--- src/rtl/flash_stat_pkg.sv ---
package flash_stat_pkg;

  typedef enum logic [2:0] {
    M_ARRAY = 3'd0,
    M_SUSP  = 3'd1,
    M_HOLD  = 3'd2,
    M_ERASE = 3'd3,
    M_PROG  = 3'd4,
    M_ABORT = 3'd5
  } stat_mode_t;

  localparam int POLL_POS  = 7;
  localparam int TOG_POS   = 6;
  localparam int STOG_POS  = 2;
  localparam int ABORT_POS = 1;

  // Modes in which the device reports itself busy.
  function automatic logic mode_busy(input stat_mode_t m);
    return (m == M_PROG) || (m == M_ERASE) || (m == M_HOLD) || (m == M_ABORT);
  endfunction

  // Modes in which the region-toggle bit advances on a read.
  function automatic logic mode_region_tog(input stat_mode_t m);
    return (m == M_ERASE) || (m == M_SUSP);
  endfunction

  // Polling bit for each status mode.
  function automatic logic poll_value(input stat_mode_t m, input logic hold_erase,
                                      input logic wr_msb);
    logic v;
    v = 1'b0;
    case (m)
      M_PROG, M_ABORT: v = ~wr_msb;
      M_ERASE:         v = 1'b0;
      M_HOLD:          v = hold_erase ? 1'b0 : ~wr_msb;
      M_SUSP:          v = 1'b1;
      default:         v = 1'b0;
    endcase
    return v;
  endfunction

endpackage

--- src/rtl/stat_mode_sel.sv ---
module stat_mode_sel
  import flash_stat_pkg::*;
(
  input  logic       buf_abort,
  input  logic       pgm_busy,
  input  logic       ers_busy,
  input  logic       hold_act,
  input  logic       in_susp,
  output stat_mode_t mode
);

  // Fixed priority: abort, program, erase, refusal hold, suspended read.
  always_comb begin
    if (buf_abort)     mode = M_ABORT;
    else if (pgm_busy) mode = M_PROG;
    else if (ers_busy) mode = M_ERASE;
    else if (hold_act) mode = M_HOLD;
    else if (in_susp)  mode = M_SUSP;
    else               mode = M_ARRAY;
  end

endmodule

--- src/rtl/stat_tog_cell.sv ---
module stat_tog_cell (
  input  logic clk,
  input  logic rst_n,
  input  logic adv,
  input  logic clr,
  output logic q
);

  always_ff @(posedge clk or negedge rst_n) begin
    if (!rst_n)   q <= 1'b0;
    else if (clr) q <= 1'b0;
    else if (adv) q <= ~q;
  end

  p_flip_on_read_r4: assert property (@(posedge clk) disable iff (!rst_n)
    (adv && !clr) |=> (q != $past(q)));

  p_steady_no_read_r4: assert property (@(posedge clk) disable iff (!rst_n)
    (!adv && !clr) |=> $stable(q));

  p_clear_r5: assert property (@(posedge clk) disable iff (!rst_n)
    clr |=> !q);

endmodule

--- src/rtl/stat_abort_hold.sv ---
module stat_abort_hold #(
  parameter int HOLD_CYC = 10
) (
  input  logic clk,
  input  logic rst_n,
  input  logic trig,
  input  logic trig_erase,
  output logic active,
  output logic kind_erase
);

  localparam int CNT_W = (HOLD_CYC < 2) ? 1 : $clog2(HOLD_CYC + 1);
  localparam logic [CNT_W-1:0] LOAD = CNT_W'(HOLD_CYC);

  logic [CNT_W-1:0] cnt;

  always_ff @(posedge clk or negedge rst_n) begin
    if (!rst_n) begin
      cnt        <= '0;
      kind_erase <= 1'b0;
    end else if (trig) begin
      cnt        <= LOAD;
      kind_erase <= trig_erase;
    end else if (cnt != '0) begin
      cnt <= cnt - 1'b1;
    end
  end

  assign active = (cnt != '0);

  // Checker: length of the run of active cycles since the last trigger.
  logic [CNT_W:0] run_len;
  always_ff @(posedge clk or negedge rst_n) begin
    if (!rst_n)                                run_len <= '0;
    else if (trig)                             run_len <= '0;
    else if (active && (run_len != '1))        run_len <= run_len + 1'b1;
    else if (!active)                          run_len <= '0;
  end

  p_hold_start_r10: assert property (@(posedge clk) disable iff (!rst_n)
    trig |=> active);

  p_hold_len_r10: assert property (@(posedge clk) disable iff (!rst_n)
    active |-> (run_len < (CNT_W+1)'(HOLD_CYC)));

endmodule

--- src/rtl/flash_stat_gen.sv ---
module flash_stat_gen
  import flash_stat_pkg::*;
#(
  parameter int DW       = 16,
  parameter int RW       = 10,
  parameter int HOLD_CYC = 10
) (
  input  logic          clk,
  input  logic          rst_n,
  input  logic          pgm_busy,
  input  logic          ers_busy,
  input  logic          ers_susp,
  input  logic [RW-1:0] susp_region,
  input  logic [RW-1:0] rd_region,
  input  logic          rd_stb,
  input  logic          last_wr_msb,
  input  logic          buf_abort,
  input  logic          prot_abort,
  input  logic          prot_erase,
  input  logic [DW-1:0] array_word,
  output logic [DW-1:0] rd_data,
  output logic          ready
);

  stat_mode_t mode;
  logic       in_susp;
  logic       hold_act;
  logic       hold_erase;
  logic       status_busy;
  logic       tog_q [2];
  logic       tog_adv [2];
  logic       tog_clr [2];

  assign in_susp = ers_susp && (rd_region == susp_region);

  stat_abort_hold #(.HOLD_CYC(HOLD_CYC)) u_hold (
    .clk        (clk),
    .rst_n      (rst_n),
    .trig       (prot_abort),
    .trig_erase (prot_erase),
    .active     (hold_act),
    .kind_erase (hold_erase)
  );

  stat_mode_sel u_sel (
    .buf_abort (buf_abort),
    .pgm_busy  (pgm_busy),
    .ers_busy  (ers_busy),
    .hold_act  (hold_act),
    .in_susp   (in_susp),
    .mode      (mode)
  );

  assign status_busy = mode_busy(mode);

  // Index 0: operation toggle, index 1: suspended-region toggle.
  assign tog_adv[0] = rd_stb && status_busy;
  assign tog_clr[0] = !status_busy;
  assign tog_adv[1] = rd_stb && mode_region_tog(mode);
  assign tog_clr[1] = !(ers_busy || ers_susp);

  for (genvar g = 0; g < 2; g++) begin : g_tog
    stat_tog_cell u_cell (
      .clk   (clk),
      .rst_n (rst_n),
      .adv   (tog_adv[g]),
      .clr   (tog_clr[g]),
      .q     (tog_q[g])
    );
  end

  always_comb begin
    if (mode == M_ARRAY) begin
      rd_data = array_word;
    end else begin
      rd_data            = '0;
      rd_data[POLL_POS]  = poll_value(mode, hold_erase, last_wr_msb);
      rd_data[TOG_POS]   = (mode == M_SUSP) ? 1'b1 : tog_q[0];
      rd_data[STOG_POS]  = mode_region_tog(mode) ? tog_q[1] : 1'b0;
      rd_data[ABORT_POS] = buf_abort;
    end
  end

  assign ready = !status_busy;

  p_array_pass_r1: assert property (@(posedge clk) disable iff (!rst_n)
    (!pgm_busy && !ers_busy && !buf_abort && !hold_act && !in_susp)
      |-> (rd_data == array_word && ready));

  p_busy_low_r2: assert property (@(posedge clk) disable iff (!rst_n)
    (pgm_busy || ers_busy) |-> !ready);

  p_erase_poll_r3: assert property (@(posedge clk) disable iff (!rst_n)
    (ers_busy && !pgm_busy && !buf_abort) |-> !rd_data[POLL_POS]);

  p_susp_read_r6: assert property (@(posedge clk) disable iff (!rst_n)
    (in_susp && !pgm_busy && !ers_busy && !buf_abort && !hold_act)
      |-> (rd_data[POLL_POS] && rd_data[TOG_POS] && ready));

  p_abort_flag_r9: assert property (@(posedge clk) disable iff (!rst_n)
    buf_abort |-> (rd_data[ABORT_POS] && !ready));

endmodule

--- config.mk ---
export PLATFORM = sky130hd
export DESIGN_NAME = flash_stat_gen
export DESIGN_NICKNAME = d
export VERILOG_FILES = /design/src/rtl/flash_stat_pkg.sv /design/src/rtl/stat_mode_sel.sv /design/src/rtl/stat_tog_cell.sv /design/src/rtl/stat_abort_hold.sv /design/src/rtl/flash_stat_gen.sv
export SDC_FILE = /design/constraint.sdc
export NUM_CORES = 1
export LEC_CHECK = 0
export BUFFER_PORTS_ARGS = -buffer_cell sky130_fd_sc_hd__buf_2
export CAP_MARGIN = 10
export CELL_PAD_IN_SITES_DETAIL_PLACEMENT = 0
export CELL_PAD_IN_SITES_GLOBAL_PLACEMENT = 1
export CORE_ASPECT_RATIO = 0.75
export CORE_UTILIZATION = 27
export CTS_CLUSTER_DIAMETER = 40
export DETAILED_ROUTE_END_ITERATION = 8
export PLACE_DENSITY_LB_ADDON = 0.25
export SLEW_MARGIN = 10
export SYNTH_ARGS = -nofsm -noshare
export SYNTH_HDL_FRONTEND = slang
export SYNTH_SLANG_ARGS = --single-unit
--- constraint.sdc ---
create_clock -name clk -period 4.7 [get_ports clk]
set_input_delay 0.235 -clock clk [delete_from_list [all_inputs] [get_ports clk]]
set_output_delay 0.235 -clock clk [all_outputs]
set_load 0.1 [all_outputs]
==> metrics.txt <==
Finished Layout Cells between 150 and 200; initial antenna violation count 0; average size of a mapped cell 9.09 um^2; Design Area, Final 0.00110 mm^2; flop2flop setup slack 2.95 ns; Worst Setup SP u_hold.cnt[0]$_DFFE_PN0P_; Multi-input gate area 520 um^2; GPL Wtd Cong between 0.7 and 0.8; num ports 63; RR Endpoint g_tog[0].u_cell.q$_DFFE_PN0P_; final hold vios 0; metal2 WL 821 um; Die W 61.9 um; Max-Slew Margin vs Limit 0.630; Hold Path Class primary input to register; # rows 15; vias in the first global route 680; Initial Util 0.300; Layout Area Growth over Synthesis 51.3%; Vias/cell ~4.6; DRC viols 0; CP endpoint rd_data[7]; post-place instance area 0.00106 mm^2; total track usage 0.130; Initial DRC Count 12; max layer used met4; clk slew on worst S/H paths approximately 0.050 ns; first-pass GRT wire length 2710 um; fin worst setup slack approximately 1.9 ns; antenna-violating nets left 0; Max Cap Viol 0; CP max FO 15; fin crit share 0.600; PortBufs 62; total global routing overflow 0; sequential area share after synthesis 0.241; Setup CP Type register to output pin; routed via count 820; Required @ worst endpoint 4.47 ns; worst flop-to-flop path startpoint u_hold.cnt[0]$_DFFE_PN0P_; setup TNS 0 ns; CP Launch Type register; ratio of cells with drive above 1 in the final layout 0.517; root buffer cell clkbuf_4; Worst-Skew Late Latency between 0.2 and 0.3 ns; Yosys reg bits 7; synth warn 0; Syn Std Cell Area 727 um^2; RSZ-0062 raised after global routing false; fin nets 194; min-delay src prot_abort; Setup Viol. Count Final 0; Post-Route WL 1870 um; chip height between 40 and 50 um; fillcell total 255; status finished clean; router iterations before antenna repair 4; Max IR drop VDD around 0.00011 V; Util after Layout 0.454; metal3 WL 205 um; synth unique cells 32; largest net degree at the start of global routing 18; post-placement cell count 174; core area approximately 0.0024 mm^2; Ant. Diodes 0; register area 175 um^2; H-tree depth 1; Worst Hold Slack just over 0.2 ns; hpwl dp roughly 1600 um; postcts setup bufs 0; Static Leak 0.557 nW; drt wl/cell 10.4 um; R2R depth 6; Final Slew Violations 0; min Tclk post-route 2.82 ns; CTS tree yes; Clock Path Buffers 2; crit path DAT 2.59 ns; cts bufs inserted 3; DIE AREA 0.00291 mm^2; Placement Setup Slack between 2 and 2.5 ns; clk_skew 0.00582 ns; post-synthesis cell count 80; CP endpoint kind output pin; DRT met1 WL 825 um; Tightest Pin Transition 0.553 ns; CTS sink count 7; Pwr per Cell Area 240 mW/mm^2; Syn Nets 128; max frequency 0.354 GHz; Design Power 0.264 mW
## metal layers
layer	vias up	global-route usage
li1	424	-
met1	346	0.169
met2	48	0.213
met3	2	0.0413
met4	0	0.0311
met5	-	0
## flip-flops by register name, summed over array words and instances (netlist names)
| name | cells |
|---|---|
| u_hold.kind_erase | 1 |
| u_hold.cnt | 4 |
| g_tog.u_cell.q | 2 |
## power by group
group | switching (mW) | total, mW | internal, mW
Sequential | 0.00986 | 0.0818 | 0.0719
Combinational | 0.0815 | 0.129 | 0.0472
Clock | 0.0212 | 0.0536 | 0.0323
## what timing repair did
action                                 in CTS  in global routing
resized for setup                           0                  0
hold buffers                                1                  0
endpoints found under the hold margin       7                  0
## worst min-delay path by stage
stage | slack, ns | cells after the start | endpoint
global placement | 0.07 | 1 | u_hold.cnt[0]$_DFFE_PN0P_
CTS | 0.20 | 2 | u_hold.cnt[0]$_DFFE_PN0P_
global route | 0.22 | 2 | u_hold.cnt[0]$_DFFE_PN0P_
floorplan | -0.06 | 0 | g_tog[0].u_cell.q$_DFFE_PN0P_
finish | 0.21 | 2 | u_hold.cnt[0]$_DFFE_PN0P_
detailed placement | 0.08 | 1 | u_hold.cnt[0]$_DFFE_PN0P_
## synthesized netlist by cell type
master	count	area share
o22ai_1	1	0.0086
a21oi_1	2	0.014
a311oi_1	1	0.012
o31a_2	1	0.014
nor3_1	2	0.014
buf_6	1	0.015
and3_1	1	0.0086
nor3b_1	13	0.13
or3_1	1	0.0086
and4_2	1	0.014
a21o_1	1	0.010
buf_2	1	0.0069
a211o_2	1	0.014
inv_1	4	0.021
ha_1	2	0.034
a211o_1	1	0.012
nand4_2	1	0.017
nand4_1	3	0.026
nor2_1	5	0.026
xnor2_1	13	0.16
o21ai_0	1	0.0069
o21bai_2	1	0.015
nor3b_4	1	0.026
mux2_2	1	0.015
nand2_1	5	0.026
nand3b_2	1	0.015
a31oi_1	2	0.017
and4_1	2	0.024
o32ai_1	1	0.012
nor3_4	1	0.022
dfrtp_1	7	0.24
or3b_2	1	0.012
## worst max-delay path, stage by stage, from the launching register on
cell     delay, ns
dfrtp_1       0.36
inv_1         0.11
ha_1          0.19
nor3b_4       0.37
nand4_2       0.17
nor3_4        0.52
o31a_2        0.20
buf_2         0.41
## cells in the final DEF, fill, tap and decap left out, drive strengths merged, types with 4 or more instances in the layout
cell	n
nand4	4
nor3b	14
inv	4
buf	62
nand2	5
nor2	5
xnor2	13
dfrtp	7
clkbuf	4
## kinds of logic after synthesis
family	count (synthesis)	share of synthesized area
simple gates	38	0.374
xor+xnor	13	0.157
flops	7	0.241
buf+inv	6	0.0430
compound gates	13	0.136
fa+ha+maj	2	0.0344
mux	1	0.0155
## final cells by class
cell class | instances | share of cell area
multi-input cells | 67 | 0.473
repair buffers | 63 | 0.291
flip-flops and latches | 7 | 0.159
well taps | 34 | 0.0387
clock buffers | 4 | 0.0239
inverters | 4 | 0.0137
Note: power is estimated with default switching activity, not from simulation.
